File: config.mk
export PLATFORM = sky130hd
export DESIGN_NAME = sio_core
export DESIGN_NICKNAME = d
export VERILOG_FILES = /design/src/rtl/sio_pkg.sv /design/src/rtl/sio_sync.sv /design/src/rtl/sio_tx.sv /design/src/rtl/sio_rx.sv /design/src/rtl/sio_core.sv
export SDC_FILE = /design/constraint.sdc
export NUM_CORES = 1
export LEC_CHECK = 0
export ABC_AREA = 0
export BUFFER_PORTS_ARGS = -buffer_cell sky130_fd_sc_hd__clkbuf_2
export CAP_MARGIN = 20
export CORE_MARGIN = 2
export CORE_UTILIZATION = 40
export DETAILED_ROUTE_END_ITERATION = 8
export PLACE_DENSITY = 0.62
export SYNTH_ARGS = -nofsm -noshare
export SYNTH_HDL_FRONTEND = slang
export SYNTH_SLANG_ARGS = --single-unit
File: constraint.sdc
create_clock -name clk -period 1.8 [get_ports clk]
set_input_delay 0.18 -clock clk [delete_from_list [all_inputs] [get_ports clk]]
set_output_delay 0.18 -clock clk [all_outputs]
set_load 0.02 [all_outputs]
File: src/rtl/sio_pkg.sv
// Package: shared types for the serial port.
// Assumes: all blocks use the same oversampling tick.
package sio_pkg;
    // Receiver sequencing states.
    typedef enum logic [2:0] {
        RX_IDLE  = 3'd0,
        RX_START = 3'd1,
        RX_DATA  = 3'd2,
        RX_STOP  = 3'd3,
        RX_WAIT  = 3'd4
    } rx_state_t;
endpackage

File: src/rtl/sio_sync.sv
// Module: sio_sync
// Brings an asynchronous input into the clock domain through a flop chain.
// Assumes: the input idles high, so the chain resets to 1.
module sio_sync #(
    parameter int STAGES = 2
) (
    input  logic clk,
    input  logic rst_n,
    input  logic d_async,
    output logic d_sync
);
    logic [STAGES-1:0] chain;

    // Shift the raw input through the chain.
    always_ff @(posedge clk) begin
        if (!rst_n) chain <= '1;
        else        chain <= {chain[STAGES-2:0], d_async};
    end

    assign d_sync = chain[STAGES-1];
endmodule

File: src/rtl/sio_tx.sv
// Module: sio_tx
// Serialises one byte per accepted write: start bit, DW data slots LSB first,
// STOP_BITS stop bits. In parity mode the top slot is the odd-parity bit.
// Assumes: tick is a one-cycle pulse at OVS times the bit rate.
module sio_tx #(
    parameter int DW        = 8,
    parameter int OVS       = 16,
    parameter int STOP_BITS = 2
) (
    input  logic          clk,
    input  logic          rst_n,
    input  logic          tick,
    input  logic          parity_en,
    input  logic [DW-1:0] wr_data,
    input  logic          wr,
    output logic          txd,
    output logic          busy,
    output logic          irq
);
    localparam int FRAME = 1 + DW + STOP_BITS;
    localparam int CW    = $clog2(OVS);
    localparam int BW    = $clog2(FRAME + 1);

    logic [FRAME-1:0] shreg;
    logic [CW-1:0]    tcnt;
    logic [BW-1:0]    bcnt;
    logic [DW-1:0]    payload;

    // Choose the data slots: in parity mode the top bit is replaced.
    always_comb begin
        payload = wr_data;
        if (parity_en) payload[DW-1] = ~(^wr_data[DW-2:0]);
    end

    // Load on an idle write, then shift one slot every OVS ticks.
    always_ff @(posedge clk) begin
        if (!rst_n) begin
            shreg <= '1;
            tcnt  <= '0;
            bcnt  <= '0;
            busy  <= 1'b0;
            irq   <= 1'b0;
        end else begin
            irq <= 1'b0;
            if (!busy) begin
                if (wr) begin
                    shreg <= {{STOP_BITS{1'b1}}, payload, 1'b0};
                    tcnt  <= '0;
                    bcnt  <= '0;
                    busy  <= 1'b1;
                end
            end else if (tick) begin
                if (tcnt == CW'(OVS - 1)) begin
                    tcnt  <= '0;
                    shreg <= {1'b1, shreg[FRAME-1:1]};
                    if (bcnt == BW'(FRAME - 1)) begin
                        busy <= 1'b0;
                        irq  <= 1'b1;
                    end else begin
                        bcnt <= bcnt + 1'b1;
                    end
                end else begin
                    tcnt <= tcnt + 1'b1;
                end
            end
        end
    end

    assign txd = shreg[0];


    tx_idle_high_chk: assert property (@(posedge clk) disable iff (!rst_n)
        !busy |-> txd);

    tx_start_low_chk: assert property (@(posedge clk) disable iff (!rst_n)
        $rose(busy) |-> !txd);

    tx_irq_pulse_chk: assert property (@(posedge clk) disable iff (!rst_n)
        irq |=> !irq);

    tx_irq_end_chk: assert property (@(posedge clk) disable iff (!rst_n)
        irq |-> $fell(busy));

    tx_wr_ignore_chk: assert property (@(posedge clk) disable iff (!rst_n)
        (busy && wr && !tick) |=> busy);
endmodule

File: src/rtl/sio_rx.sv
// Module: sio_rx
// Recovers characters from a synchronised serial line: confirms the start bit
// at mid-bit, samples DW data bits at their centres and one stop bit.
// Assumes: line already synchronised; tick at OVS times the bit rate.
module sio_rx
    import sio_pkg::*;
#(
    parameter int DW  = 8,
    parameter int OVS = 16
) (
    input  logic          clk,
    input  logic          rst_n,
    input  logic          tick,
    input  logic          parity_en,
    input  logic          line,
    output logic [DW-1:0] data,
    output logic          ferr,
    output logic          irq
);
    localparam int CW  = $clog2(OVS);
    localparam int BCW = $clog2(DW);

    rx_state_t      state;
    logic [CW-1:0]  tcnt;
    logic [BCW-1:0] bcnt;
    logic [DW-1:0]  shreg;
    logic [DW-1:0]  result;

    // Build the delivered byte: in parity mode the top bit is the error flag.
    always_comb begin
        result = shreg;
        if (parity_en) result[DW-1] = ~(^shreg);
    end

    // Sequence one character: hunt, confirm start, data bits, stop bit.
    always_ff @(posedge clk) begin
        if (!rst_n) begin
            state <= RX_IDLE;
            tcnt  <= '0;
            bcnt  <= '0;
            shreg <= '0;
            data  <= '0;
            ferr  <= 1'b0;
            irq   <= 1'b0;
        end else begin
            irq <= 1'b0;
            unique case (state)
                RX_IDLE: begin
                    if (!line) begin
                        state <= RX_START;
                        tcnt  <= '0;
                    end
                end
                RX_START: begin
                    if (tick) begin
                        if (tcnt == CW'(OVS / 2 - 1)) begin
                            tcnt  <= '0;
                            bcnt  <= '0;
                            state <= line ? RX_IDLE : RX_DATA;
                        end else begin
                            tcnt <= tcnt + 1'b1;
                        end
                    end
                end
                RX_DATA: begin
                    if (tick) begin
                        if (tcnt == CW'(OVS - 1)) begin
                            tcnt  <= '0;
                            shreg <= {line, shreg[DW-1:1]};
                            if (bcnt == BCW'(DW - 1)) state <= RX_STOP;
                            else                      bcnt  <= bcnt + 1'b1;
                        end else begin
                            tcnt <= tcnt + 1'b1;
                        end
                    end
                end
                RX_STOP: begin
                    if (tick) begin
                        if (tcnt == CW'(OVS - 1)) begin
                            tcnt  <= '0;
                            data  <= result;
                            ferr  <= ~line;
                            irq   <= 1'b1;
                            state <= line ? RX_IDLE : RX_WAIT;
                        end else begin
                            tcnt <= tcnt + 1'b1;
                        end
                    end
                end
                RX_WAIT: begin
                    if (line) state <= RX_IDLE;
                end
                default: state <= RX_IDLE;
            endcase
        end
    end


    rx_irq_pulse_chk: assert property (@(posedge clk) disable iff (!rst_n)
        irq |=> !irq);

    rx_hold_chk: assert property (@(posedge clk) disable iff (!rst_n)
        !irq |-> ($stable(data) && $stable(ferr)));

    rx_irq_from_stop_chk: assert property (@(posedge clk) disable iff (!rst_n)
        $rose(irq) |-> $past(state) == RX_STOP);
endmodule

File: src/rtl/sio_core.sv
// Module: sio_core
// Full-duplex asynchronous serial port with optional odd parity.
// Assumes: bit_tick comes from an external counter/timer at 16x the bit rate.
module sio_core #(
    parameter int DW        = 8,
    parameter int OVS       = 16,
    parameter int STOP_BITS = 2,
    parameter int SYNC_LEN  = 2
) (
    input  logic          clk,
    input  logic          rst_n,
    input  logic          bit_tick,
    input  logic          parity_en,
    input  logic [DW-1:0] tx_data,
    input  logic          tx_wr,
    output logic          txd,
    output logic          tx_busy,
    output logic          tx_irq,
    input  logic          rxd,
    output logic [DW-1:0] rx_data,
    output logic          rx_ferr,
    output logic          rx_irq
);
    logic rxd_sync;

    sio_tx #(.DW(DW), .OVS(OVS), .STOP_BITS(STOP_BITS)) u_tx (
        .clk       (clk),
        .rst_n     (rst_n),
        .tick      (bit_tick),
        .parity_en (parity_en),
        .wr_data   (tx_data),
        .wr        (tx_wr),
        .txd       (txd),
        .busy      (tx_busy),
        .irq       (tx_irq)
    );

    sio_sync #(.STAGES(SYNC_LEN)) u_sync (
        .clk     (clk),
        .rst_n   (rst_n),
        .d_async (rxd),
        .d_sync  (rxd_sync)
    );

    sio_rx #(.DW(DW), .OVS(OVS)) u_rx (
        .clk       (clk),
        .rst_n     (rst_n),
        .tick      (bit_tick),
        .parity_en (parity_en),
        .line      (rxd_sync),
        .data      (rx_data),
        .ferr      (rx_ferr),
        .irq       (rx_irq)
    );
endmodule

=== Word level (Yosys, flattened, before mapping) ===
Cells that the tools add are included.

* Bits in registers: 51
* Latch bits: 0
* Bits in writable memories: 0
* ROM bits: 0
* Word-level logic and storage cells: 105
* Memories: 0

* Add/sub/neg operators: 4
* Multiply operators: 0
* Divide/modulo/power cells: 0
* $lt $le $gt $ge: 0
* Equality and inequality tests: 23
* Shift-type cells: 0
* Muxes and demuxes: 45
* Bitwise gates (word level): 3
* Reduce and logical (&&, ||, !) cells: 17

{| class="wikitable"
|+ Operators with widths
! operator !! count
|-
| 4-bit 2-to-1 mux || 13
|-
| 3-bit 2-to-1 mux || 15
|-
| 11-bit 2-to-1 mux || 4
|-
| 2-bit != test (second input constant) || 9
|-
| 3-bit case mux with 5 select lines || 1
|-
| 4-bit by 1-bit adder with 4-bit output (second input constant) || 3
|-
| 4-bit == test (second input constant) || 3
|-
| 4-bit case mux with 3 select lines || 1
|-
| 3-bit AND reduction || 4
|-
| 4-bit AND reduction || 3
|-
| 2-bit by 1-bit != test with 1-bit output (second input constant) || 5
|-
| 1-bit 2-to-1 mux || 9
|-
| 9-bit AND reduction || 1
|-
| 8-bit parity || 1
|-
| 7-bit parity || 1
|-
| 3-bit by 2-bit == test with 1-bit output (second input constant) || 2
|-
| 3-bit == test (second input constant) || 2
|-
| 3-bit case mux with 2 select lines || 1
|-
| 6-bit AND reduction || 1
|-
| 4-bit by 3-bit == test with 1-bit output (second input constant) || 1
|-
| 2-bit nonzero test || 2
|-
| 3-bit by 1-bit adder with 3-bit output (second input constant) || 1
|-
| 3-bit by 1-bit == test with 1-bit output (second input constant) || 1
|-
| 3-bit logical NOT || 1
|-
| 5 further kinds || 7
|}

=== Longest topological paths before layout ===
* Depth in word-level cells: 5
* Gate-level depth with buffers: 7
* Gate-level depth less buffers: 6

=== Modules after synthesis ===
Synthesis repeated with hierarchy kept, for this count alone.

* Cell total of the unflattened synthesis: 263
* Area total of the unflattened synthesis: 2438.6 um2

{| class="wikitable"
|+ By module, submodules not included
! module !! times used !! cells an instance !! area an instance (um2) !! seq. area each (um2)
|-
| sio_rx || 1 || 149 || 1420.1 || 560.5
|-
| sio_tx || 1 || 110 || 965.9 || 380.4
|-
| sio_sync || 1 || 4 || 52.6 || 40.0
|}

=== Worst setup path before layout ===
No wires, ideal clock.

* Kind: reg2reg
* Start point: reg u_rx.bcnt[0]
* End point: reg u_rx.bcnt[0]
* Setup time: 0.071 ns
* Arrival: 1.657 ns
* Slack: 0.072 ns
* Cell stages (with the launch flop): 7
* Buffers on the path: 0
* Clock period less this slack: 1.728 ns
* Path through: dfxtp_1 ha_1 ha_1 and4bb_2 o21ai_1 or3b_2 a21oi_1

* Word-level cells in the longest chain between the ends: 5
* Elaborated cells on any way between the ends: 8
* Classes of those cells: add/sub: 1; eq/ne: 2; mux: 4; reduce/logical: 1

{| class="wikitable"
|+ RTL lines
! element !! RTL line !! text
|-
| start, declared || sio_rx.sv:25 || <nowiki>logic [BCW-1:0] bcnt;</nowiki>
|-
| start signal, assigned || sio_rx.sv:71 || <nowiki>else bcnt <= bcnt + 1'b1;</nowiki>
|-
| 3-bit by 1-bit adder with 3-bit output || sio_rx.sv:71 ||
|-
| 3-bit 2-to-1 mux || sio_rx.sv:70 || <nowiki>if (bcnt == BCW'(DW - 1)) state <= RX_STOP;</nowiki>
|-
| 3-bit 2-to-1 mux || sio_rx.sv:67 || <nowiki>if (tcnt == CW'(OVS - 1)) begin</nowiki>
|-
| 3-bit 2-to-1 mux || sio_rx.sv:66 || <nowiki>if (tick) begin</nowiki>
|-
| 3-bit case mux with 2 select lines || sio_rx.sv:47 || <nowiki>unique case (state)</nowiki>
|}

Several ways; a longest one is shown, not always the timed one. The select of a mux whose other input is x is not followed.
A chain may end at the register's enable or synchronous reset.

=== Final worst setup path ===
Same ends and word-level chain as after synthesis.

==> impl_metrics.tcl <==
set metrics [dict create \
    status "complete, no violations" \
    min_period_over_period_pct 96.2 \
    start_kind "flop" \
    grt-ovfl-total 0 \
    cts_buffers 5 \
    yosys-top-cells-area "dfxtp_1, mux2i_1, nor2_1" \
    synth_ff_type "dfxtp_1" \
    grt_use_total_pct 15.2 \
    synth-edff-count 0 \
    required_ns 2.03 \
    netlist_area_sq_um 2370 \
    p_sw_uw 441 \
    hold_viol 0 \
    ioPinCount 27 \
    cap_violations 0 \
    p_sw_share_pct 22.7 \
    r2r-start "u_rx.bcnt[0]" \
    path_class "flop to flop" \
    path_cells "ha_1 > ha_1 > and4bb_2 > o21ai_1 > or3b_4 > a21oi_2" \
    post_cts_buffers 0 \
    min_to "u_sync.chain[0]" \
    hp-class "input port to flop" \
    drc 0 \
    grt_max_degree 19 \
    synth_simple_gate_area_share_pct 20.1 \
    core_sq_um 5820 \
    synth_top_family_by_area "simple AND/OR/NAND/NOR gates" \
    routed_wl_um 4560 \
    viasPerCell 5.15 \
    finalSetupViolCount 0 \
    synth-xor-area-share_pct 7.48 \
    root_buffer "clkbuf_8" \
    fin_setup_tns_ns 0 \
    ys_ff_latch 49 \
    p_clk_share_pct 33.2 \
    min_period_ns 1.73 \
    antenna_cells 0 \
    peakVddDrop_v 0.000421 \
    synth_top_area_share_pct 41.3 \
    routedWlPerCell_um 12.8 \
    max_slew.worst_pin.slew_ns 0.532 \
    worstPathMaxFanout 3 \
    cpMostUsedCell "ha_1" \
    dp_hpwl_um 3190 \
    slew_violations 0 \
    synthArstFlopShare_pct 0 \
    nets 301 \
    pwr-share-seq_pct 57.8 \
    num_rows 28 \
    hp-start "rxd" \
    rsz0062_at_grt "no" \
    synthMuxAreaShare_pct 13.9 \
    antenna_found_initial 0 \
    clk_path_buf_depth 2 \
    die_area_sq_um 6570 \
    synthesis.nets 273 \
    slowest_delay_ns 0.40 \
    hold_path_depth 2 \
    yosysUniqueCellTypes 46 \
    grt_pass1_vias 1726 \
    cts_tree "yes" \
    syn-instance-count 253 \
    cts.sinks 49 \
    grt_pass1_wl_um 7840 \
    die_height_um 81.1 \
    crit_family "simple AND/OR/NAND/NOR gates" \
    seq_area_frac_synth_pct 41.3 \
    drtAntennaViolNets 0 \
    relSlewSlack_pct 64.5 \
    first_pass_iters 4 \
    yosysWarnings 0 \
    skew_ns 0.0109 \
    pwr-share-comb_pct 9.1 \
    power.density_nw_per_um2 714 \
    yosys.area.top_type "dfxtp_1" \
    reg2reg_to "u_rx.bcnt[0]" \
    startpoint "u_rx.bcnt[0]" \
    initial_core_util_pct 40.8 \
    io_buffers 26 \
    fin_util_pct 46.7 \
    syn_area_per_cell_sq_um 9.39 \
    r2r_slack_ns 0.07 \
    die_w_um 81.1 \
    cp.buffers_inverters 0 \
    gp_congestion 0.756 \
    reg2reg_depth 6 \
    p_int_mw 1.50 \
    via_count 1833 \
    cp-end-kind "flop" \
    synthMostInstantiatedCell "dfxtp_1" \
    hold_buffers 0 \
    drt_iter0_markers 97 \
    layout-drive-gt1-share_pct 22.1 \
    synth-compound-area-share_pct 9.96 \
    cp_slowest_cell "or3b_4" \
    yosys-top-cells-count "dfxtp_1, nor2_1, mux2i_1" \
    syn_to_final_growth_pct 14.4 \
    cts_htree_levels 2 \
    fmax_ghz 0.577 \
    p_leak_nw 1.10 \
    insertion_delay_ns 0.30 \
    critPathArrivalTime_ns 1.96 \
    synth-adder-area-share_pct 3.16 \
    cts.clk_slew.worst_paths_ns 0.08 \
]
-- per-layer routing --
layer	track usage (%)	share of wire, %	vias up	routed length, um
met2	23.7	46	26	2110
li1	-	-	946	-
met5	0	0	-	0
met1	20.2	49	854	2250
met4	6.61	1.6	0	72
met3	3.22	2.9	7	132
-- state kept, by name, summed over array words and instances (netlist names), 2 cells and up --
| signal | flops |
|---|---|
| u_rx.bcnt | 3 |
| u_rx.data | 8 |
| u_rx.shreg | 8 |
| u_rx.state | 3 |
| u_rx.tcnt | 4 |
| u_sync.chain | 2 |
| u_tx.bcnt | 4 |
| u_tx.shreg | 9 |
| u_tx.tcnt | 4 |
-- worst max-delay path by stage --
| stage | to | cells after the start | slack (ns) |
|---|---|---|---|
| global placement | u_rx.bcnt[0] | 6 | 0.07 |
| CTS | u_rx.bcnt[0] | 6 | 0.0009 |
| detailed placement | u_rx.bcnt[0] | 6 | 0.02 |
| global route | u_rx.bcnt[0] | 6 | 0.002 |
| finish | u_rx.bcnt[0] | 6 | 0.07 |
| floorplan | u_rx.bcnt[0] | 6 | 0.07 |
-- timing repair --
item | CTS | global route
resized for setup | 0 | 7
pin swaps | 1 | 1
gates cloned | 0 | 0
endpoints found under the setup margin | 1 | 11
-- metrics by stage --
step	total power, mW	area [sq um]	instances	hold slack, ns	setup WS (ns)
finish	1.94	2720	356	0.0842	0.0676
global route	2.02	2720	356	0.0723	0.00154
CTS	1.97	2700	356	0.0726	0.000892
detailed placement	1.32	2610	349	0.384	0.0169
global placement	1.32	2610	349	0.380	0.0671
floorplan	1.27	2370	253	0.281	0.0720
-- kinds of logic (layout without fill, tap and decap cells) --
group / after synthesis / after routing
and+or+nand+nor: 92 / 92
DFF: 49 / 49
AOI/OAI and AO/OA: 39 / 39
muxes: 32 / 32
buffers and inverters: 21 / 49
xor gates and xnor gates: 14 / 14
adders and majority gates: 6 / 6
-- power by group through the flow --
stage / sequential (mW) / clock, mW / combinational, mW
after floorplan: 1.14 / 0 / 0.126
after global placement: 1.15 / 0 / 0.175
after detailed placement: 1.15 / 0 / 0.177
final: 1.12 / 0.643 / 0.176
after CTS: 1.12 / 0.667 / 0.177
after global routing: 1.12 / 0.706 / 0.194
-- final cells by class --
class	instances	area, sq um
clock buffers	7	86.3
fillers	596	3100
inverters	5	18.8
multi-input cells	183	1310
flip-flops and latches	49	983
well taps	75	93.8
repair buffers	37	225
-- placed cells by master, fill, tap and decap left out, drive strengths merged, types with 3 or more instances in the layout --
| master | count |
|---|---|
| xnor2 | 7 |
| and3 | 4 |
| nand3 | 8 |
| nand3b | 3 |
| nor2 | 30 |
| inv | 5 |
| clkbuf | 33 |
| xor2 | 3 |
| ha | 6 |
| buf | 11 |
| nor4 | 3 |
| mux2 | 7 |
| mux2i | 25 |
| dfxtp | 49 |
| a21oi | 15 |
| nand2 | 17 |
| nand2b | 4 |
| o21ai | 12 |
| xnor3 | 4 |
| nor3 | 8 |
No activity file was read; power rests on OpenSTA's default activity.
